<file path="src/rtl/vec_fold_unit.sv">
module vec_fold_unit #(
  parameter int VLMAX = 64,
  parameter int EW    = 16,
  parameter int LANES = 4
) (
  input  logic                  clk,
  input  logic                  rst_n,
  input  logic                  start,
  input  logic [6:0]            vl,
  input  logic [2:0]            opcode,
  input  logic [VLMAX-1:0]      mask,
  input  logic                  cr_en,
  input  logic                  all_mode,
  input  logic [1:0]            sv_lanes,
  output logic [$clog2(VLMAX)-1:0] rd_idx,
  input  logic [LANES*EW-1:0]   rd_data,
  output logic [LANES*EW-1:0]   result,
  output logic [$clog2(VLMAX)-1:0] dest_idx,
  output logic [3*LANES-1:0]    summary,
  output logic                  busy,
  output logic                  done,
  output logic                  err
);
  localparam int IW = $clog2(VLMAX);

  logic [IW-1:0]        idx_q;
  logic [6:0]           vl_q;
  logic [2:0]           op_q;
  logic [VLMAX-1:0]     mask_q;
  logic                 cr_q, all_q;
  logic [1:0]           lanes_q;
  logic [1:0]           cnt_q;
  logic [LANES*EW-1:0]  acc_q;
  logic [3*LANES-1:0]   sum_q;
  logic [IW-1:0]        dest_q;
  logic                 busy_q, done_q, err_q;

  logic [LANES*EW-1:0]  in_val, fold_val;
  logic [3*LANES-1:0]   fold_cr;
  logic [6:0]           vl_eff;
  logic                 last, legal;

  assign vl_eff = (vl > 7'(VLMAX)) ? 7'(VLMAX) : vl;
  assign legal  = (opcode <= 3'd2);
  assign last   = ({1'b0, idx_q} == IW'(vl_q - 7'd1)) || (7'(idx_q) == vl_q - 7'd1);

  for (genvar l = 0; l < LANES; l++) begin : g_lane
    logic          on;
    logic [EW-1:0] a, b, r;
    assign on = (l <= int'(lanes_q));
    assign a  = acc_q[EW*l +: EW];
    assign b  = on ? rd_data[EW*l +: EW] : '0;
    assign r  = (op_q == 3'd0) ? a + b :
                (op_q == 3'd1) ? a * b : a | b;
    assign in_val[EW*l +: EW]   = b;
    assign fold_val[EW*l +: EW] = on ? r : '0;
    assign fold_cr[3*l +: 3]    = !on       ? 3'b000 :
                                  (r == '0) ? 3'b001 :
                                  r[EW-1]   ? 3'b100 : 3'b010;
  end

  always_ff @(posedge clk) begin
    if (!rst_n) begin
      idx_q <= '0; vl_q <= '0; op_q <= '0; mask_q <= '0;
      cr_q <= 1'b0; all_q <= 1'b0; lanes_q <= '0; cnt_q <= '0;
      acc_q <= '0; sum_q <= '0; dest_q <= '0;
      busy_q <= 1'b0; done_q <= 1'b0; err_q <= 1'b0;
    end else begin
      done_q <= 1'b0;
      if (start && !busy_q) begin
        idx_q <= '0; vl_q <= vl_eff; op_q <= opcode; mask_q <= mask;
        cr_q <= cr_en; all_q <= all_mode; lanes_q <= sv_lanes;
        cnt_q <= '0; acc_q <= '0; sum_q <= '0; dest_q <= '0;
        err_q <= !legal;
        if (!legal || vl_eff == 7'd0) done_q <= 1'b1;
        else                          busy_q <= 1'b1;
      end else if (busy_q) begin
        if (mask_q[idx_q]) begin
          if (cnt_q == 2'd0) begin
            acc_q  <= in_val;
            dest_q <= idx_q;
            cnt_q  <= 2'd1;
          end else begin
            acc_q <= fold_val;
            cnt_q <= 2'd2;
            if (cr_q) begin
              if (cnt_q == 2'd1) sum_q <= fold_cr;
              else if (all_q)    sum_q <= sum_q & fold_cr;
              else               sum_q <= sum_q | fold_cr;
            end
          end
        end
        idx_q <= idx_q + 1'b1;
        if (last) begin
          busy_q <= 1'b0;
          done_q <= 1'b1;
        end
      end
    end
  end

  assign rd_idx   = idx_q;
  assign result   = acc_q;
  assign dest_idx = dest_q;
  assign summary  = sum_q;
  assign busy     = busy_q;
  assign done     = done_q;
  assign err      = err_q;
endmodule


</file>
<file path="config.mk">
export PLATFORM = sky130hd
export DESIGN_NAME = vec_fold_unit
export DESIGN_NICKNAME = d
export VERILOG_FILES = /design/src/rtl/vec_fold_unit.sv
export SDC_FILE = /design/constraint.sdc
export NUM_CORES = 2
export LEC_CHECK = 0
export ABC_AREA = 1
export CELL_PAD_IN_SITES_DETAIL_PLACEMENT = 0
export CELL_PAD_IN_SITES_GLOBAL_PLACEMENT = 1
export CORE_AREA = 2 2 296 225
export CTS_CLUSTER_DIAMETER = 100
export DETAILED_ROUTE_END_ITERATION = 8
export DIE_AREA = 0 0 298 227
export DONT_BUFFER_PORTS = 1
export PLACE_DENSITY_LB_ADDON = 0.1
export SLEW_MARGIN = 20
export SYNTH_ARGS = -nofsm -noshare
export SYNTH_HDL_FRONTEND = slang
export SYNTH_SLANG_ARGS = --single-unit
</file>
<file path="constraint.sdc">
create_clock -name clk -period 7.5 [get_ports clk]
set_input_delay 0.75 -clock clk [delete_from_list [all_inputs] [get_ports clk]]
set_output_delay 0.75 -clock clk [all_outputs]
set_load 0.1 [all_outputs]
</file>
; ---- Word level (Yosys, flattened, before mapping)
; Cells that the tools add are included.
[op_classes]
addsub = 6
mul = 4
n_lt_le_gt_ge = 6
eq_ne = 5
muxes = 40
bitwise = 8
n_reduce_logical = 16
[ops]
columns = cell, n
row1 = $mux 16, 14
row2 = $add 16x16->16, 4
row3 = $logic_not 16->1, 4
row4 = $mul 16x16->16, 4
row5 = $mux 64, 1
row6 = $or 16x16->16, 4
row7 = $mux 3, 11
row8 = $mux 12, 2
row9 = $and 12x12->12, 1
row10 = $or 12x12->12, 1
row11 = $mux 1, 9
row12 = $eq 6x7->1, 1
row13 = $gt 7x7->1 const B, 1
row14 = $logic_not 7->1, 1
row15 = $lt 6x7->1 const B, 1
row16 = $mux 7, 1
row17 = $sub 7x1->7 const B, 1
row18 = $add 6x1->6 const B, 1
row19 = $bmux 1 s6, 1
row20 = $eq 6x6->1, 1
row21 = $le 2x2->1 const A, 2
row22 = $reduce_and 4->1, 1
row23 = $eq 3x1->1 const B, 1
row24 = $le 3x2->1 const B, 1
row25 = other kinds (13), 16
[totals]
register_bits = 171
inputBits = 145
out_inout_bits = 91

; ---- Longest topological paths before layout
[logic_depth]
ltp_word = 11
ltp_mapped = 40

; ---- Worst setup path before layout
; OpenSTA, ideal clock, no wires.
[synth_timing]
path_type = input -> register
startpoint = input rd_data[1]
endpoint = register sum_q[1] (netlist: summary[1])
t_arrival_ps = 6195
required_ps = 7429
path_slack_ps = 1235
stages = 29
path_buffers = 2
cell_sequence = clkbuf_1 > clkbuf_1 > nand2_1 > fa_1 > inv_1 > fa_1 > inv_1 > fa_1 > inv_1 > fa_1 > inv_1 > fa_1 > inv_1 > fa_1 > ha_1 > nand2_1 > inv_1 > a221oi_1 > o211ai_1 > or2_2 > nand3_1 > nand2_1 > nand2_1 > inv_1 > nand4_1 > nand2_1 > nand2_1 > nand2_1 > a21oi_1
[synth_via]
elab_chain_len = 8
[synth_lines]
columns = item, line_no
row1 = "start, declared", 16  ; input logic [LANES*EW-1:0] rd_data,
row2 = $mul 16x16->16 or $or 16x16->16 (tied branches), 54  ; (op_q == 3'd1) ? a * b : a | b;
row3 = $mux 16, 54
row4 = $mux 16 *, 53  ; assign r = (op_q == 3'd0) ? a + b :
row5 = $logic_not 16->1 or $mux 3 (tied branches), "58, 59"
row6 = $mux 3 *, 58  ; (r == '0) ? 3'b001 :
row7 = $or 12x12->12 or $and 12x12->12 (tied branches), "89, 88"
row8 = $mux 12, 88  ; else if (all_q) sum_q <= sum_q & fold_cr;
row9 = $mux 12 *, 87  ; if (cnt_q == 2'd1) sum_q <= fold_cr;
row10 = "end signal, assigned", 87
row11 = "end signal, assigned", 88
row12 = "end signal, assigned", 89  ; else sum_q <= sum_q | fold_cr;
row13 = "end, declared", 34  ; logic [3*LANES-1:0] sum_q;
; Mark *: on every way between the ends. The rest lies on a longest branch, timed or not.
; A chain may end at the register's enable or synchronous reset.

; ---- Worst setup path in the final report
[layout_timing]
startpoint = register lanes_q[1]
endpoint = register sum_q[11] (netlist: summary[11])
[layout_via]
elab_chain_len = 11
[layout_lines]
columns = item, line_no
row1 = "start, declared", 31  ; logic [1:0] lanes_q;
row2 = "start signal, assigned", 72  ; cr_q <= cr_en; all_q <= all_mode; lanes_q <= sv_lanes;
row3 = $le 2x2->1 *, 50  ; assign on = (l <= int'(lanes_q));
row4 = $mux 16, 52  ; assign b = on ? rd_data[EW*l +: EW] : '0;
row5 = $mul 16x16->16 or $or 16x16->16 (tied branches), 54
row6 = $mux 16, 54
row7 = $mux 16, 53
row8 = $logic_not 16->1 or $mux 3 (tied branches), "58, 59"
row9 = $mux 3, 58
row10 = $mux 3 *, 57  ; assign fold_cr[3*l +: 3] = !on ? 3'b000 :
row11 = $or 12x12->12 or $and 12x12->12 (tied branches), "89, 88"
row12 = $mux 12, 88
row13 = $mux 12 *, 87
; Marked as above.

==> impl_metrics.env <==
export IMPL_num_vias=26575
export IMPL_ys_seq_area_frac=0.118
export IMPL_critPathArrivalTime_ps=7330
export IMPL_fin_util=0.478
export IMPL_post_cts_buffers=0
export IMPL_p_leak_uw=0.0156
export IMPL_cts_max_level=4
export IMPL_power_density_nw_per_um2=83.8
export IMPL_cp_start_kind="flip-flop"
export IMPL_setup_tns_ps=0
export IMPL_die_area_um2=67600
export IMPL_critPathMaxStageDelay_ps=530
export IMPL_yosys_warnings=0
export IMPL_maxSlewHeadroom=0.216
export IMPL_drt_iter0_drc=2135
export IMPL_ctsHoldBuffers=0
export IMPL_hpwl_um=80600
export IMPL_slew_viol_final=0
export IMPL_core_area_um2=64700
export IMPL_wl_per_cell_um=20.2
export IMPL_grt_overflow_total=0
export IMPL_synth_area_leaders="fa_1, ha_1, nand2_1"
export IMPL_gp_congestion=0.922
export IMPL_wl_um=103000
export IMPL_critPathMostFrequentCell="nand2_1"
export IMPL_cts_buffers_inserted=17
export IMPL_hp_class="input pin to flip-flop"
export IMPL_synth_area_per_cell_um2=6.88
export IMPL_pin_count=236
export IMPL_critPathKind="flip-flop to flip-flop"
export IMPL_cts_tree="yes"
export IMPL_synth_cell_types=52
export IMPL_critPathRequiredTime_ps=7840
export IMPL_yosys_area_top_type="fa_1"
export IMPL_cts_resized=0
export IMPL_synth_top_flop_cell="dfxtp_1"
export IMPL_synth_seq_cells=170
export IMPL_postRouteAntennaNets=0
export IMPL_fin_crit_ps=7000
export IMPL_vdd_ir_drop_worst_mv=0.192
export IMPL_syn_inst=4201
export IMPL_outcome="finished, final reports clean"
export IMPL_syn_to_final_growth_pct=7.03
export IMPL_synth_top_area_share=0.225
export IMPL_rows=81
export IMPL_p_total_uw=2590
export IMPL_drc=0
export IMPL_cts_clk_slew_worst_paths_ps=90
export IMPL_synth_area_um2=28900
export IMPL_cts_root_buf="clkbuf_16"
export IMPL_grt_pass1_vias=26240
export IMPL_fin_worst_skew_ps=14.8
export IMPL_setup_violations_final=0
export IMPL_crit_slowest_cell="fa_1"
export IMPL_hold_slack_ps=407
export IMPL_max_slew_worst_pin_slew_ps=1170
export IMPL_nNetsFinal=4976
export IMPL_worst_skew_pair_late_latency_ps=470
export IMPL_initial_core_util=0.447
export IMPL_finalHoldViolations=0
export IMPL_grt_max_degree=75
export IMPL_clockBufferDepth=2
export IMPL_nFillCells=6872
export IMPL_synth_edf_count=0
export IMPL_cp_end_kind="flip-flop"
export IMPL_die_h_um=227
export IMPL_fmax_ghz=0.143
export IMPL_grtUsageTotal=0.307
export IMPL_antenna_found_initial=2
export IMPL_synthArstFlopShare=0
export IMPL_timing_final_crit_share=0.933
export IMPL_clock_sinks=170
export IMPL_rsz0062_at_grt="no"
export IMPL_drive_above_1_share=0.0524
export IMPL_syn_nets=4992
export IMPL_crit_fanout=14
export IMPL_drv_max_cap_violation_count=0
export IMPL_numPortBuffers=0
export IMPL_grt_pass1_wl_um=160000
export IMPL_die_w_um=298
export IMPL_dr_pass1_iters=5
export IMPL_via_per_inst=5.24
## flip-flops by register name (all words and copies together) (netlist names)
name / flops
op_q: 3
summary: 12
cnt_q: 2
all_q: 1
lanes_q: 2
done: 1
result: 64
mask_q: 64
err: 1
rd_idx: 6
busy: 1
dest_idx: 6
vl_q: 6
cr_q: 1
## synthesized netlist by cell type, types with 35 or more instances
master / count
a31oi_1: 35
nand2_1: 997
clkbuf_1: 120
dfxtp_1: 170
nand3_1: 232
xor2_1: 73
fa_1: 324
ha_1: 322
o21ai_0: 203
inv_1: 852
nor2_1: 353
xnor2_1: 48
a21oi_1: 192
## path summary, 6_finish.rpt
check / startpoint / endpoint / slack (ps) / cells after the start
max: lanes_q[1] / summary[11] / 500 / 31
max reg2reg: lanes_q[1] / summary[11] / 500 / 31
min reg2reg: mask_q[52] / mask_q[52] / 440 / 2
min: mask[28] / mask_q[28] / 410 / 2
## per-layer routing
layer | track usage | wire (um)
met1 | 0.453 | 49500
met2 | 0.463 | 42800
met3 | 0.0640 | 8580
met4 | 0.0621 | 1700
met5 | 0 | 0
## where the power goes
group / internal (uW) / switching, uW / total (uW)
registers: 935 / 33.2 / 969
logic: 175 / 460 / 635
clock network: 468 / 519 / 986
## critical path, delay by kind of cell (launching register included)
kind                       cells  cell delay (ps)
adders and majority gates      7             3090
and+or+nand+nor               12             1380
AOI/OAI and AO/OA              6             1020
buffers and inverters          6              960
DFF                            1              390
## per-stage QoR
step / worst slack [ps] / cells / instance area (um^2)
after floorplan: 1230 / 4201 / 28900
after global placement: 728 / 5037 / 30300
after detailed placement: 619 / 5037 / 30300
after CTS: 574 / 5069 / 30900
after global routing: 77.0 / 5071 / 30900
final: 505 / 5071 / 30900
## cells by family (layout without fill, tap and decap cells)
kind of cell / after synthesis / in the layout / share of synthesized area
other: 0 / 2 / 0
buffers and inverters: 1024 / 1021 / 0.135
muxes: 1 / 1 / 0.000347
and+or+nand+nor: 1689 / 1689 / 0.239
AOI/OAI and AO/OA: 550 / 550 / 0.107
adders and majority gates: 646 / 646 / 0.364
xor gates and xnor gates: 121 / 121 / 0.0367
DFF: 170 / 170 / 0.118
## cell type report
cell class / instances / area [um^2] / area share
Multi-Input combinational cell: 3007 / 21600 / 0.700
Sequential cell: 170 / 3410 / 0.110
Inverter: 877 / 3300 / 0.107
Tap cell: 871 / 1090 / 0.0352
Timing Repair Buffer: 112 / 841 / 0.0272
Clock buffer: 17 / 425 / 0.0138
Clock inverter: 15 / 216 / 0.00700
Antenna cell: 2 / 5.00 / 0.000162
## layout by cell type (no fill, tap or decap), types with 4 or more instances in the layout
cell,n
a211oi_1,6
a21o_1,8
a21oi_1,192
a221oi_1,14
a22oi_1,4
a31oi_1,35
buf_4,112
clkbuf_16,17
clkinv_1,16
clkinv_8,6
dfxtp_1,162
dfxtp_2,8
fa_1,324
ha_1,322
inv_1,852
inv_12,5
inv_2,7
nand2_1,996
nand2_2,10
nand2_4,6
nand3_1,232
nand3b_1,10
nand4_1,17
nor2_1,349
nor2_2,13
nor2_4,5
nor3_1,21
o211ai_1,14
o21a_1,6
o21ai_0,203
o21bai_1,13
o221ai_1,6
o22ai_1,32
o31ai_1,5
o32ai_1,4
or2_2,23
xnor2_1,48
xor2_1,73
Note: power is estimated with default switching activity, not from simulation.
